===== src/rtl/nandpin_pkg.sv =====
package nandpin_pkg;
  typedef enum logic [1:0] {PH_IDLE, PH_STROBE, PH_ACK} phase_e;

  localparam int CTL_W  = 4;
  localparam int CB_CLE = 0;
  localparam int CB_ALE = 1;
  localparam int CB_CE  = 2;
  localparam int CB_WP  = 3;
endpackage


===== src/rtl/nandpin_sync.sv =====
module nandpin_sync #(
  parameter int STAGES = 2
) (
  input  logic clk,
  input  logic rst,
  input  logic d,
  output logic q
);
  logic [STAGES-1:0] chain;

  always_ff @(posedge clk) begin
    if (rst) chain <= '0;
    else     chain <= {chain[STAGES-2:0], d};
  end

  assign q = chain[STAGES-1];
endmodule


===== src/rtl/nandpin_strobe.sv =====
module nandpin_strobe #(
  parameter int CYCLES = 3
) (
  input  logic clk,
  input  logic rst,
  input  logic start,
  input  logic is_write,
  output logic we_n,
  output logic re_n,
  output logic last
);
  localparam int CNT_W = (CYCLES > 1) ? $clog2(CYCLES) : 1;

  logic [CNT_W-1:0] left;
  logic             busy;

  assign busy = !we_n || !re_n;
  assign last = busy && (left == '0);

  always_ff @(posedge clk) begin
    if (rst) begin
      we_n <= 1'b1;
      re_n <= 1'b1;
      left <= '0;
    end else if (start) begin
      we_n <= !is_write;
      re_n <= is_write;
      left <= CNT_W'(CYCLES - 1);
    end else if (last) begin
      we_n <= 1'b1;
      re_n <= 1'b1;
    end else if (busy) begin
      left <= left - 1'b1;
    end
  end
endmodule


===== src/rtl/nandpin_ecc.sv =====
module nandpin_ecc #(
  parameter int BYTE_W  = 8,
  parameter int COUNT_W = 8
) (
  input  logic                   clk,
  input  logic                   rst,
  input  logic                   clr,
  input  logic                   en,
  input  logic [BYTE_W-1:0]      data,
  output logic [COUNT_W-1:0]     count,
  output logic [2*$clog2(BYTE_W)-1:0] cp,
  output logic [2*COUNT_W-1:0]   lp
);
  localparam int SEL_W = $clog2(BYTE_W);

  logic [2*SEL_W-1:0]   cp_next;
  logic [2*COUNT_W-1:0] lp_next;

  always_comb begin
    cp_next = cp;
    for (int j = 0; j < SEL_W; j++) begin
      for (int b = 0; b < BYTE_W; b++) begin
        if (((b >> j) & 1) != 0) cp_next[2*j+1] = cp_next[2*j+1] ^ data[b];
        else                     cp_next[2*j]   = cp_next[2*j]   ^ data[b];
      end
    end
  end

  always_comb begin
    lp_next = lp;
    if (^data) begin
      for (int k = 0; k < COUNT_W; k++) begin
        lp_next[2*k]   = lp[2*k]   ^ ~count[k];
        lp_next[2*k+1] = lp[2*k+1] ^  count[k];
      end
    end
  end

  always_ff @(posedge clk) begin
    if (rst || clr) begin
      count <= '0;
      cp    <= '0;
      lp    <= '0;
    end else if (en) begin
      count <= count + 1'b1;
      cp    <= cp_next;
      lp    <= lp_next;
    end
  end
endmodule


===== src/rtl/nandpin_ctrl.sv =====
module nandpin_ctrl
  import nandpin_pkg::*;
#(
  parameter int          ADDR_W        = 12,
  parameter int          DATA_W        = 32,
  parameter int          IO_W          = 8,
  parameter int          STROBE_CYCLES = 3,
  parameter int          COUNT_W       = 8,
  parameter logic [31:0] ID_VALUE      = 32'h4E50_C001
) (
  input  logic              clk,
  input  logic              rst,
  input  logic              bus_req,
  input  logic              bus_we,
  input  logic [ADDR_W-1:0] bus_addr,
  input  logic [DATA_W-1:0] bus_wdata,
  output logic [DATA_W-1:0] bus_rdata,
  output logic              bus_ack,
  output logic              bus_err,
  output logic              nf_cle,
  output logic              nf_ale,
  output logic              nf_ce,
  output logic              nf_wp,
  output logic              nf_we_n,
  output logic              nf_re_n,
  output logic [IO_W-1:0]   nf_io_out,
  output logic              nf_io_oe,
  input  logic [IO_W-1:0]   nf_io_in,
  input  logic              nf_rb
);
  localparam int IDX_W = ADDR_W - 2;
  localparam int SEL_W = $clog2(IO_W);
  localparam logic [IDX_W-1:0] I_ID   = IDX_W'(0);
  localparam logic [IDX_W-1:0] I_DATA = IDX_W'(1);
  localparam logic [IDX_W-1:0] I_CTL  = IDX_W'(2);
  localparam logic [IDX_W-1:0] I_CNT  = IDX_W'(3);
  localparam logic [IDX_W-1:0] I_COL  = IDX_W'(4);
  localparam logic [IDX_W-1:0] I_LINE = IDX_W'(5);

  phase_e             phase;
  logic [CTL_W-1:0]   ctl;
  logic               rd_dir;
  logic [IDX_W-1:0]   idx;
  logic               accept, to_data, strobe_last;
  logic               rb_s;
  logic               ecc_en, ecc_clr;
  logic [IO_W-1:0]    ecc_byte;
  logic [COUNT_W-1:0] ecc_cnt;
  logic [2*SEL_W-1:0] ecc_cp;
  logic [2*COUNT_W-1:0] ecc_lp;
  logic [DATA_W-1:0]  reg_rd;
  logic               reg_err;
  logic               unused_addr_bits;

  assign idx              = bus_addr[ADDR_W-1:2];
  assign unused_addr_bits = ^bus_addr[1:0];
  assign accept           = (phase == PH_IDLE) && bus_req;
  assign to_data          = (idx == I_DATA);

  nandpin_sync #(.STAGES(2)) u_rb_sync (
    .clk(clk), .rst(rst), .d(nf_rb), .q(rb_s)
  );

  nandpin_strobe #(.CYCLES(STROBE_CYCLES)) u_strobe (
    .clk(clk), .rst(rst),
    .start(accept && to_data), .is_write(bus_we),
    .we_n(nf_we_n), .re_n(nf_re_n), .last(strobe_last)
  );

  // Bytes enter the accumulator as they cross the data port
  assign ecc_en   = (accept && to_data && bus_we) ||
                    ((phase == PH_STROBE) && strobe_last && rd_dir);
  assign ecc_byte = (phase == PH_STROBE) ? nf_io_in : bus_wdata[IO_W-1:0];
  assign ecc_clr  = accept && bus_we && (idx == I_CNT);

  nandpin_ecc #(.BYTE_W(IO_W), .COUNT_W(COUNT_W)) u_ecc (
    .clk(clk), .rst(rst), .clr(ecc_clr), .en(ecc_en), .data(ecc_byte),
    .count(ecc_cnt), .cp(ecc_cp), .lp(ecc_lp)
  );

  always_comb begin
    reg_rd  = '0;
    reg_err = 1'b0;
    if (bus_we) begin
      if (idx == I_CNT)      reg_err = (bus_wdata != '0);
      else if (idx != I_CTL) reg_err = 1'b1;
    end else begin
      case (idx)
        I_ID:    reg_rd = DATA_W'(ID_VALUE);
        I_CTL:   reg_rd = DATA_W'({rb_s, ctl});
        I_CNT:   reg_rd = DATA_W'(ecc_cnt);
        I_COL:   reg_rd = DATA_W'(ecc_cp);
        I_LINE:  reg_rd = DATA_W'(ecc_lp);
        default: reg_err = 1'b1;
      endcase
    end
  end

  always_ff @(posedge clk) begin
    if (rst) begin
      phase     <= PH_IDLE;
      ctl       <= '0;
      rd_dir    <= 1'b0;
      bus_rdata <= '0;
      bus_ack   <= 1'b0;
      bus_err   <= 1'b0;
      nf_io_out <= '0;
      nf_io_oe  <= 1'b0;
    end else begin
      case (phase)
        PH_IDLE: begin
          if (accept) begin
            if (to_data) begin
              rd_dir <= !bus_we;
              phase  <= PH_STROBE;
              if (bus_we) begin
                nf_io_out <= bus_wdata[IO_W-1:0];
                nf_io_oe  <= 1'b1;
              end
            end else begin
              if (bus_we && idx == I_CTL) ctl <= bus_wdata[CTL_W-1:0];
              bus_rdata <= reg_rd;
              bus_err   <= reg_err;
              bus_ack   <= 1'b1;
              phase     <= PH_ACK;
            end
          end
        end
        PH_STROBE: begin
          if (strobe_last) begin
            bus_rdata <= rd_dir ? DATA_W'(nf_io_in) : '0;
            bus_err   <= 1'b0;
            bus_ack   <= 1'b1;
            phase     <= PH_ACK;
          end
        end
        default: begin
          bus_ack  <= 1'b0;
          nf_io_oe <= 1'b0;
          phase    <= PH_IDLE;
        end
      endcase
    end
  end

  assign nf_cle = ctl[CB_CLE];
  assign nf_ale = ctl[CB_ALE];
  assign nf_ce  = ctl[CB_CE];
  assign nf_wp  = ctl[CB_WP];
endmodule


===== config.mk =====
export PLATFORM = sky130hd
export DESIGN_NAME = nandpin_ctrl
export DESIGN_NICKNAME = d
export VERILOG_FILES = /design/src/rtl/nandpin_pkg.sv /design/src/rtl/nandpin_sync.sv /design/src/rtl/nandpin_strobe.sv /design/src/rtl/nandpin_ecc.sv /design/src/rtl/nandpin_ctrl.sv
export SDC_FILE = /design/constraint.sdc
export NUM_CORES = 1
export LEC_CHECK = 0
export ABC_AREA = 1
export CAP_MARGIN = 15
export CORE_ASPECT_RATIO = 2
export CORE_MARGIN = 5
export CORE_UTILIZATION = 45
export CTS_CLUSTER_SIZE = 16
export DETAILED_ROUTE_END_ITERATION = 6
export GPL_TIMING_DRIVEN = 0
export PLACE_DENSITY_LB_ADDON = 0.1
export SYNTH_ARGS = -nofsm -noshare
export SYNTH_HDL_FRONTEND = slang
export SYNTH_SLANG_ARGS = --single-unit
export TNS_END_PERCENT = 30

===== constraint.sdc =====
create_clock -name clk -period 1.8 [get_ports clk]
set_clock_uncertainty 0.2 [all_clocks]
set_input_delay 0.36 -clock clk [delete_from_list [all_inputs] [get_ports clk]]
set_output_delay 0.36 -clock clk [all_outputs]
set_load 0.05 [all_outputs]

==> flow_metrics.env <==
export IMPL_synth_area_sq_um=4108
export IMPL_drtPass1Iterations=5
export IMPL_hold_class="flop to flop"
export IMPL_critical_path_max_fanout=7
export IMPL_first_global_vias=4497
export IMPL_cts_max_level=3
export IMPL_min_to="u_rb_sync.chain[1]"
export IMPL_place_gp_congestion=0.8932
export IMPL_cp_data_arrival_time_ns=2.12
export IMPL_antenna_cells=0
export IMPL_relSlewSlack=0.5635
export IMPL_reg2reg_slack_ns=-0.30
export IMPL_combPwrFrac=0.174
export IMPL_seq_area_frac_synth=0.3460
export IMPL_synth_cells=565
export IMPL_antenna_found_initial=0
export IMPL_cpPeakStageDelay_ns=0.37
export IMPL_synthXorXnorAreaFrac=0.05330
export IMPL_leakage_nw=2.530
export IMPL_place_inst=768
export IMPL_crit_path_cell_trace="buf_8 > inv_4 > nor2_4 > nand4_1 > nand2_8 > nand3_4 > nand2_8 > nand2_8 > clkbuf_16 > nand2_2 > a21oi_2"
export IMPL_dp_hpwl_um=10080
export IMPL_drtIter0Drc=296
export IMPL_drive_gt1_frac=0.2925
export IMPL_worstHoldStart="u_rb_sync.chain[0]"
export IMPL_required_ns=1.81
export IMPL_synth_mux_area_frac=0
export IMPL_drc=0
export IMPL_synth_simple_gate_area_frac=0.3265
export IMPL_maxCapViolCount=0
export IMPL_port_buffers=92
export IMPL_clock_power_share=0.471
export IMPL_synth_cell_types=39
export IMPL_drt_wirelength_per_cell_um=16.90
export IMPL_finalCritPeriodShare=1.169
export IMPL_cts_buffer_depth=2
export IMPL_vias_per_cell=5.431
export IMPL_num_fill_cells=747
export IMPL_fin_crit_ns=2.103
export IMPL_die_h_um=145.1
export IMPL_die_x_um=77.56
export IMPL_critPathKind="flop to flop"
export IMPL_final_cell_mix="nand2_1, dfxtp_1, a21oi_1, clkdlybuf4s50_1, inv_1"
export IMPL_p_sw_mw=1.188
export IMPL_failed_checks="negative setup slack"
export IMPL_cp_num_cells=11
export IMPL_fmax_ghz=0.4754
export IMPL_path_buf_inv=3
export IMPL_dr_total_vias=4415
export IMPL_power_density_nw_per_um2=747.8
export IMPL_synth_seq_cells=71
export IMPL_critPathCaptureType="flop"
export IMPL_setup_viol=50
export IMPL_grt_pass1_wl_um=21740
export IMPL_ctsHoldBuffers=0
export IMPL_cpMaxStageDelayCell="dfxtp_4"
export IMPL_avgSynthCellArea_sq_um=7.270
export IMPL_core_area_sq_um=8951
export IMPL_whs_ns=0.2131
export IMPL_finalPower_mw=4.602
export IMPL_clk_pin_slew_ns=0.05
export IMPL_dieArea_sq_um=11260
export IMPL_io_pins=106
export IMPL_ant_nets=0
export IMPL_ir_worst_vdd_v=0.0005830
export IMPL_fin_nets=765
export IMPL_worst_slack_ns=-0.3033
export IMPL_routed_wirelength_um=13740
export IMPL_grt_max_degree=13
export IMPL_numCtsBuffers=9
export IMPL_critPathTopFamily="simple AND/OR/NAND/NOR gates"
export IMPL_area_growth_syn_to_layout_pct=49.80
export IMPL_insertion_delay_ns=0.33
export IMPL_reg2reg_from="phase[0]"
export IMPL_cp_start_kind="flop"
export IMPL_switching_share=0.2582
export IMPL_numClockSinks=71
export IMPL_reg2reg_to="u_ecc.lp[15]"
export IMPL_layout_commonest_cell="nand2_1"
export IMPL_synth_compound_area_frac=0.1587
export IMPL_cts_root_buf="clkbuf_16"
export IMPL_r2r_cells=11
export IMPL_worstMarginPinSlew_ns=0.6547
export IMPL_finalHoldViolCount=0
export IMPL_rsz0062_at_grt="true"
export IMPL_power_frac_seq=0.355
export IMPL_outcome="finished, violations left"
export IMPL_grt_total_usage=0.2403
export IMPL_overflow=0
export IMPL_start_util=0.4589
export IMPL_num_rows=49
export IMPL_cts_tree="built"
export IMPL_synth_top_family_by_area="simple AND/OR/NAND/NOR gates"
export IMPL_yosysWarnings=0
export IMPL_synth_adder_area_share=0.006092
export IMPL_final_cell_count_no_fill=813
export IMPL_p_int_mw=3.414
export IMPL_path_common_cell="nand2_8"
export IMPL_drv_slew=0
export IMPL_min_path_cells=2
==> cells in the mapped netlist (all sizes together) <==
master	number	area share
buf	25	0.046
o211ai	1	0.0018
xor2	13	0.028
nor2	35	0.036
dfxtp	71	0.35
nor3	12	0.016
xnor2	12	0.026
nand3	45	0.062
nor4	9	0.014
or2	1	0.0015
clkbuf	12	0.012
conb	1	0.00091
nor3b	1	0.0018
nand4	7	0.011
o311ai	1	0.0021
o22ai	2	0.0030
o21ai	39	0.048
nand2	146	0.18
a211oi	4	0.0073
ha	2	0.0061
a31oi	8	0.012
and3	1	0.0015
a21oi	62	0.085
inv	55	0.051
==> worst max-delay path by stage <==
stage	from	end	slack, ns
2_1_floorplan	bus_addr[11]	bus_rdata[7]	-0.02
3_3_place_gp	bus_addr[11]	bus_rdata[15]	-0.80
3_5_place_dp	bus_addr[11]	bus_rdata[15]	-0.84
4_1_cts	phase[0]	u_ecc.lp[15]	-0.28
5_1_grt	phase[0]	u_ecc.lp[11]	-0.34
6_report	phase[0]	u_ecc.lp[15]	-0.30
==> state kept, by name, indices dropped and copies added (netlist names) <==
name / cells
u_ecc.count: 8
phase: 2
u_rb_sync.chain: 2
u_ecc.lp: 16
u_ecc.cp: 6
nf_io_out: 8
bus_err: 1
nf_io_oe: 1
bus_rdata: 17
bus_ack: 1
u_strobe.re_n: 1
ctl: 4
rd_dir: 1
u_strobe.left: 2
u_strobe.we_n: 1
==> metrics by stage <==
step                      setup TNS [ns]    util  cell area (sq um)  setup WS [ns]
after floorplan                  -0.2672       -               4192       -0.01886
after global placement            -46.25  0.5854               5240        -0.8045
after detailed placement          -48.48  0.5854               5240        -0.8409
after CTS                         -7.879  0.6651               5953        -0.2824
after global routing              -12.08  0.6874               6153        -0.3430
final                             -8.230  0.6874               6153        -0.3033
==> repair_timing <==
action | CTS | global route
endpoints found under the setup margin | 108 | 73
gates resized for setup | 156 | 45
setup buffers | 16 | 10
pin swaps | 21 | 9
gates cloned | 5 | 1
==> power by group through the flow <==
stage	Clock (mW)	Combinational (mW)	Sequential, mW
after floorplan	0	0.324	1.77
final	2.17	0.802	1.63
after global placement	0	0.697	1.67
after CTS	2.19	0.761	1.63
after global routing	2.26	0.854	1.64
after detailed placement	0	0.704	1.67
==> routing by layer <==
layer / share of wire / global-route usage / vias up
met2: 0.56 / 0.4544 / 190
met5: 0 / 0 / -
met4: 0.039 / 0.1256 / 0
met1: 0.34 / 0.2292 / 2054
met3: 0.058 / 0.05893 / 45
li1: - / - / 2126
==> layout make-up <==
| type | count | area (sq um) | area share |
|---|---|---|---|
| inverter | 55 | 219.0 | 0.03558 |
| sequential | 71 | 1431 | 0.2326 |
| buffer | 34 | 290.3 | 0.04717 |
| tap | 102 | 127.6 | 0.02074 |
| timing repair buffer | 122 | 1161 | 0.1887 |
| clock buffer | 10 | 229.0 | 0.03721 |
| multi-input combinational | 412 | 2557 | 0.4156 |
| timing repair inverter | 1 | 5.005 | 0.0008133 |
| clock inverter | 6 | 132.6 | 0.02155 |
==> logic make-up (layout without fill, tap and decap cells) <==
kind of cell | count (synthesis) | count (layout)
flip-flops | 71 | 71
AND/OR/NAND/NOR | 257 | 258
XOR/XNOR | 25 | 25
other | 1 | 10
AO/OA/AOI/OAI | 117 | 117
buffers and inverters | 92 | 228
adder cells (fa/ha/maj) | 2 | 2
==> worst reg2reg max path, stage by stage, from the launching register on <==
cell       delay (ns)
dfxtp_4          0.37
buf_8            0.14
inv_4            0.04
nor2_4           0.12
nand4_1          0.27
nand2_8          0.22
nand3_4          0.12
nand2_8          0.13
nand2_8          0.09
clkbuf_16        0.18
nand2_2          0.06
a21oi_2          0.05
Power figures use the tool's default switching activity.
